`src/rtl/hbridge_gate_seq.sv`:
```
module hbridge_gate_seq #(
  parameter int DEAD_CYC = 50
) (
  input  logic clk,
  input  logic rst_n,
  input  logic enable,
  input  logic drive_req,
  input  logic phase,
  input  logic slow_decay,
  output logic gate_hi_a,
  output logic gate_lo_a,
  output logic gate_hi_b,
  output logic gate_lo_b
);
  localparam int CW = (DEAD_CYC > 1) ? $clog2(DEAD_CYC) : 1;
  localparam logic [CW-1:0] CNT_LAST = CW'(DEAD_CYC - 1);

  // gate vector order: {hi_a, lo_a, hi_b, lo_b}
  localparam logic [3:0] DRV_P1  = 4'b1001;
  localparam logic [3:0] DRV_P0  = 4'b0110;
  localparam logic [3:0] FAST_P1 = 4'b0100;
  localparam logic [3:0] FAST_P0 = 4'b0001;
  localparam logic [3:0] SLOW    = 4'b1010;

  logic [3:0]    target, applied, goal;
  logic          busy;
  logic [CW-1:0] cnt;

  always_comb begin
    if (drive_req)       target = phase ? DRV_P1 : DRV_P0;
    else if (slow_decay) target = SLOW;
    else                 target = phase ? FAST_P1 : FAST_P0;
  end

  always_ff @(posedge clk) begin
    if (!rst_n || !enable) begin
      applied <= '0;
      goal    <= '0;
      busy    <= 1'b0;
      cnt     <= '0;
    end else if (target != (busy ? goal : applied)) begin
      applied <= applied & target;
      goal    <= target;
      busy    <= 1'b1;
      cnt     <= '0;
    end else if (busy) begin
      if (cnt == CNT_LAST) begin
        applied <= goal;
        busy    <= 1'b0;
      end else begin
        cnt <= cnt + 1'b1;
      end
    end
  end

  assign gate_hi_a = applied[3] & enable;
  assign gate_lo_a = applied[2] & enable;
  assign gate_hi_b = applied[1] & enable;
  assign gate_lo_b = applied[0] & enable;
endmodule


```
`config.mk`:
```
export PLATFORM = sky130hd
export DESIGN_NAME = hbridge_gate_seq
export DESIGN_NICKNAME = d
export VERILOG_FILES = /design/src/rtl/hbridge_gate_seq.sv
export SDC_FILE = /design/constraint.sdc
export NUM_CORES = 1
export LEC_CHECK = 0
export BUFFER_PORTS_ARGS = -buffer_cell sky130_fd_sc_hd__buf_2
export CORE_MARGIN = 10
export CORE_UTILIZATION = 35
export CTS_CLUSTER_DIAMETER = 50
export DETAILED_ROUTE_END_ITERATION = 16
export PLACE_DENSITY = 0.6
export SETUP_SLACK_MARGIN = 0.3
export SYNTH_ARGS = -nofsm -noshare
export SYNTH_HDL_FRONTEND = slang
export SYNTH_SLANG_ARGS = --single-unit
```
`constraint.sdc`:
```
create_clock -name clk -period 2.5 [get_ports clk]
set_input_delay 0.125 -clock clk [delete_from_list [all_inputs] [get_ports clk]]
set_output_delay 0.125 -clock clk [all_outputs]
set_load 0.005 [all_outputs]
```
==> run_results.csv, run 1 <==
group,metric,value,unit
sta,fin_crit_sh,81.27,%
clocking,clock_sinks,15,
setup_path,critPathCapture,"cnt[1]",
setup_path,r2r_start,"busy",
sta,rsz0062_at_grt,"no",
clocking,cts_root_buf,"clkbuf_4",
clocking,cts_tree,"built",
sta,slew_headroom,52.66,%
detailed_routing,drt-total-wl,1909,um
synthesis,yosysWarnings,0,
detailed_routing,wl_per_cell,13.73,um
synthesis,netlist_area,888.4,sq um
global_route,grt_pass1_vias,738,
finish,final_cell_area,975.9,sq um
floorplan,core-area,0.002455,sq mm
sta,tightestPinTransition,0.7076,ns
run,cap_violations,0,
synthesis,ys_ff_latch,15,
detailed_routing,antenna_left,0,
global_route,use_met3,1.412,%
sta,setup_viol,0,
finish,post-route-util,39.76,%
finish,nNetsFinal,118,
floorplan,io_pins,10,
sta,layout_min_cycle_time,2.032,ns
global_route,grt_max_degree,14,
global_route,grt_busiest_layer,"met2",
sta,hold_ws,0.2384,ns
setup_path,endpoint_kind,"flop",
floorplan,die_area,0.004953,sq mm
setup_path,crit_fanout,13,
sta,fin_tns_setup,0,ns
outcome,status,"completed",
setup_path,critPathLaunch,"busy",
placed_design,io_buffers,9,
sta,drv_slew,0,
detailed_routing,drcViolationCount,0,
floorplan,die_y,70.38,um
detailed_routing,drtIter0Drc,44,
setup_path,critPathRequiredTime,2.66,ns
finish,diodes,0,
placed_design,place_area,948.4,sq um
power,ir_worst_vdd,0.2724,mV
synthesis,synth_cell_types,35,
global_route,gr-usage-met1,9.213,%
clocking,clk_pin_slew_worst_paths,0.09,ns
sta,skew,0.006606,ns
placed_design,gp_congestion,0.7745,
hold_path,holdCritPathClass,"in -> reg",
placed_design,dpl.hpwl,1397,um
clocking,cts_buffers,3,
setup_path,path_class,"reg -> reg",
setup_path,critPathLaunchType,"flop",
setup_path,reg2reg_depth,5,
setup_path,reg2reg_to,"cnt[1]",
floorplan,rows,18,
global_route,grt_first_pass_wirelength,3277,um
detailed_routing,vias,774,
clocking,clk_latency,0.29,ns
finish,mostFrequentLayoutCell,"dfxtp_1",
power,fin_total_pwr,0.0004524,W
finish,syn_to_final_growth,9.859,%
detailed_routing,first_pass_iters,4,
synthesis,synthCells,99,
global_route,grt-ovfl-total,0,
power,leakage,0.3631,nW
detailed_routing,via_per_inst,5.568,
clocking,htreeDepth,1,
synthesis,yosysSeqAreaShare,33.80,%
power,power_density,463.6,mW/mm^2
clocking,cts_resized,0,
sta,fmax,492.2,MHz
floorplan,die_w,70.38,um
floorplan,start_util,36.19,%
setup_path,rrSetupSlack,0.47,ns
global_route,use_met2,12.38,%
setup_path,arrival,2.20,ns
clocking,postCtsHoldBufs,0,
global_route,antenna_found_initial,0,
clocking,postCtsSetupRepairBufs,0,
global_route,grt_util_all_layers,7.714,%
synthesis,syn-num-nets,107,
finish,layout_common_cells,"dfxtp_1 (15), nand3_1 (10), nand2_1 (9), buf_2 (9), nor3_1 (8)",
sta,hold_viol_final,0,
clocking,clock_path_buffers,2,
synthesis,syn_avg_cell_area,8.973,sq um
finish,drive_gt1_share,18.35,%
## metrics by stage
| step | cells | setup WS (ns) |
|---|---|---|
| floorplan | 99 | 0.7082 |
| global placement | 135 | 0.5943 |
| detailed placement | 135 | 0.5104 |
| CTS | 139 | 0.4578 |
| global route | 139 | 0.3080 |
| finish | 139 | 0.4682 |
## kinds of logic after synthesis
group | after synthesis | synth area share, %
buffers and inverters | 4 | 2.957
DFF | 15 | 33.80
xor gates and xnor gates | 6 | 6.762
and+or+nand+nor | 47 | 27.33
adders and majority gates | 2 | 2.816
muxes | 5 | 5.775
AOI/OAI and AO/OA | 20 | 20.57
## where the power goes
| group | total (W) | leakage [nW] | internal, W | switching [W] |
|---|---|---|---|---|
| sequential | 0.000250 | 0.122 | 0.000244 | 0.00000582 |
| clock | 0.000139 | 0.0177 | 0.0000596 | 0.0000796 |
| combinational | 0.0000637 | 0.224 | 0.0000235 | 0.0000402 |
## worst min path at each step
stage	start	to	slack, ns	cells past startpoint
after floorplan	drive_req	goal[1]	0.33	2
after global placement	cnt[2]	cnt[2]	0.50	2
after detailed placement	applied[2]	applied[2]	0.50	2
after CTS	drive_req	goal[1]	0.23	3
after global routing	drive_req	goal[1]	0.26	3
final	drive_req	goal[1]	0.24	3
## critical path, stage by stage (launching register included)
cell and delay [ns]:
dfxtp_1 0.53, mux2_2 0.39, nand3_1 0.12, o2111ai_4 0.20
or2_4 0.36, a2111oi_0 0.30
## registers in the layout, summed over array words and instances (netlist names)
register,flops
cnt,6
applied,4
goal,4
busy,1
## routing by layer
layer  wire (um)  share of wire (%)
met1         915                 48
met2         893                 47
met3          64                3.4
met4          36                1.9
met5           0                  0
## area by class of cell
cell class / instances / area (sq um)
well taps: 30 / 37.54
clock buffers: 3 / 22.52
fillers: 259 / 1479
clock inverters: 1 / 5.005
repair buffers: 9 / 45.04
multi-input cells: 80 / 561.8
flip-flops and latches: 15 / 300.3
inverters: 1 / 3.754
## cell usage after synthesis (all sizes together)
cell / n / area (sq um)
o21a: 1 / 7.510
inv: 1 / 3.750
and2: 5 / 31.28
or2: 1 / 8.760
a2111oi: 1 / 8.760
nor2: 5 / 18.77
buf: 2 / 18.77
a21oi: 1 / 5.000
clkbuf: 1 / 3.750
nand4: 2 / 12.51
a211o: 2 / 17.52
o31ai: 2 / 15.01
and3: 3 / 18.77
xnor2: 3 / 33.79
nand3: 10 / 50.05
a21boi: 2 / 18.77
nand2b: 2 / 15.02
a311oi: 2 / 17.52
nand2: 9 / 33.78
dfxtp: 15 / 300.3
or3: 1 / 6.260
mux2i: 4 / 40.04
mux2: 1 / 11.26
ha: 2 / 25.02
nand3b: 1 / 7.510
xor2: 3 / 26.28
o2111ai: 1 / 26.28
a211oi: 5 / 37.54
a41o: 2 / 20.02
nor3: 8 / 40.04
a21o: 1 / 8.760
Note: power is estimated with default switching activity, not from simulation.
==> run 2, diff against run 1 <==
==> constraint.sdc (replaced) <==
create_clock -name clk -period 1.9 [get_ports clk]
set_input_delay 0.095 -clock clk [delete_from_list [all_inputs] [get_ports clk]]
set_output_delay 0.095 -clock clk [all_outputs]
set_load 0.005 [all_outputs]
==> run 2 against run 1 <==
  * Sequential share of layout area shrank 2.9 points
  * Sequential cell count stayed put
  * First-iteration DRC count shrank 32%
  * Die area stayed put
  * Sequential power grew 32%
  * Clock-buffer cell count did not move
  * Maximum frequency up 20%
  * Clock skew decreased by 0.0049 ns
  * Via count increased by 2.2%
  * Combinational power grew 81%
  * Wire length is 11% higher
  * Cell count rose by 4.3%
==> run_results.csv, run 2 (same netlist as run 1, synthesis figures left out) <==
group,metric,value,unit
outcome,status,"completed",
detailed_routing,antenna_left,0,
hold_path,holdCritPathClass,"in -> reg",
sta,layout_min_cycle_time,1.697,ns
sta,hold_viol_final,0,
clocking,clock_path_buffers,2,
detailed_routing,vias,791,
finish,drive_gt1_share,34.78,%
clocking,cts_tree,"built",
hold_path,whs_path_depth,3,
floorplan,rows,18,
clocking,clock_sinks,15,
finish,syn_to_final_growth,23.38,%
detailed_routing,via_per_inst,5.455,
global_route,grt_pass1_vias,788,
setup_path,path_class,"reg -> reg",
setup_path,rrSetupSlack,0.20,ns
detailed_routing,first_pass_iters,4,
sta,rsz0062_at_grt,"yes",
floorplan,io_pins,10,
global_route,grt_max_degree,14,
global_route,grt-ovfl-total,0,
floorplan,die_y,70.38,um
setup_path,reg2reg_depth,5,
setup_path,arrival,1.89,ns
placed_design,dp.cells,139,
finish,top_register,"cnt",
finish,nNetsFinal,124,
clocking,cts_buffers,3,
sta,fmax,589.1,MHz
sta,drv_slew,0,
detailed_routing,drcViolationCount,0,
finish,mostFrequentLayoutCell,"dfxtp_1",
clocking,htreeDepth,1,
global_route,grt_first_pass_wirelength,3629,um
placed_design,gp_congestion,0.8720,
floorplan,start_util,36.19,%
detailed_routing,wl_per_cell,14.64,um
finish,layout_common_cells,"dfxtp_1 (13), nand2_1 (9), nand3_1 (9), buf_2 (9), nor3_1 (8)",
clocking,clk_latency,0.29,ns
setup_path,r2r_start,"busy",
finish,diodes,0,
sta,setup_viol,0,
placed_design,dpl.hpwl,1489,um
finish,finalNonFillerCells,145,
setup_path,critPathRequiredTime,2.09,ns
floorplan,die_area,0.004953,sq mm
sta,fin_crit_sh,89.34,%
run,cap_violations,0,
sta,slew_headroom,66.83,%
sta,fin_tns_setup,0,ns
setup_path,crit_fanout,7,
power,fin_total_pwr,0.0006429,W
power,power_density,586.6,mW/mm^2
sta,tightestPinTransition,0.4975,ns
sta,skew,0.001699,ns
setup_path,critPathLaunchType,"flop",
hold_path,min_from,"drive_req",
sta,hold_ws,0.2251,ns
floorplan,core-area,0.002455,sq mm
hold_path,holdPathEnd,"goal[1]",
placed_design,io_buffers,9,
floorplan,die_w,70.38,um
global_route,grt_util_all_layers,8.603,%
power,ir_worst_vdd,0.3059,mV
setup_path,endpoint_kind,"flop",
setup_path,reg2reg_to,"applied[0]",
detailed_routing,drt-total-wl,2123,um
clocking,clk_pin_slew_worst_paths,0.10,ns
global_route,antenna_found_initial,0,
finish,largest_registers,"cnt: 6 flops, applied: 4 flops, goal: 4 flops",
detailed_routing,drtIter0Drc,30,
clocking,cts_root_buf,"clkbuf_4",
power,leakage,0.3960,nW
finish,largest_register_ffs,6,
## run 2: where the power goes
group	total (W)	switching (W)	internal, W
Clock	0.000198	0.000119	0.0000800
Combinational	0.000115	0.0000651	0.0000502
Sequential	0.000329	0.00000856	0.000321
## run 2: critical path, cell delays in order (launching register included)
cell	delay (ns)
dfxtp_4	0.42
mux2i_2	0.26
and3_4	0.23
o2111ai_4	0.13
or2_4	0.31
a41o_1	0.25
## run 2: layer usage
layer	vias up	GRT usage, %	share of wire [%]
met5	-	0	0
met4	0	4.825	2.4
met3	8	2.542	4.3
met2	16	12.97	46
met1	363	10.51	48
li1	404	-	-
## run 2: final cells by class
class | instances | area, sq um
fillers | 241 | 1359
flip-flops and latches | 15 | 305.3
clock buffers | 3 | 22.52
inverters | 1 | 3.754
clock inverters | 1 | 7.507
repair buffers | 14 | 86.33
well taps | 30 | 37.54
multi-input cells | 81 | 633.1
## run 2: worst max path at each step
stage	startpoint	to	cells past startpoint
final	busy	applied[0]	5
after global placement	cnt[1]	cnt[1]	6
after detailed placement	busy	cnt[1]	5
after CTS	busy	applied[1]	5
after floorplan	busy	busy	7
after global routing	busy	applied[1]	5
## run 2: timing repair
action	in CTS	in global routing
pin swaps	2	0
setup endpoints to repair	15	15
gates resized for setup	9	4
gates cloned	1	0
hold buffers	0	0
setup buffers	1	0
## run 2: metrics by stage
step	setup slack, ns	util (%)	cell area, sq um
4_1_cts	0.2455	43.93	1079
3_5_place_dp	0.1418	40.83	1002
6_report	0.2026	44.65	1096
2_1_floorplan	0.2064	-	915.9
3_3_place_gp	0.2215	40.83	1002
5_1_grt	0.1055	44.65	1096
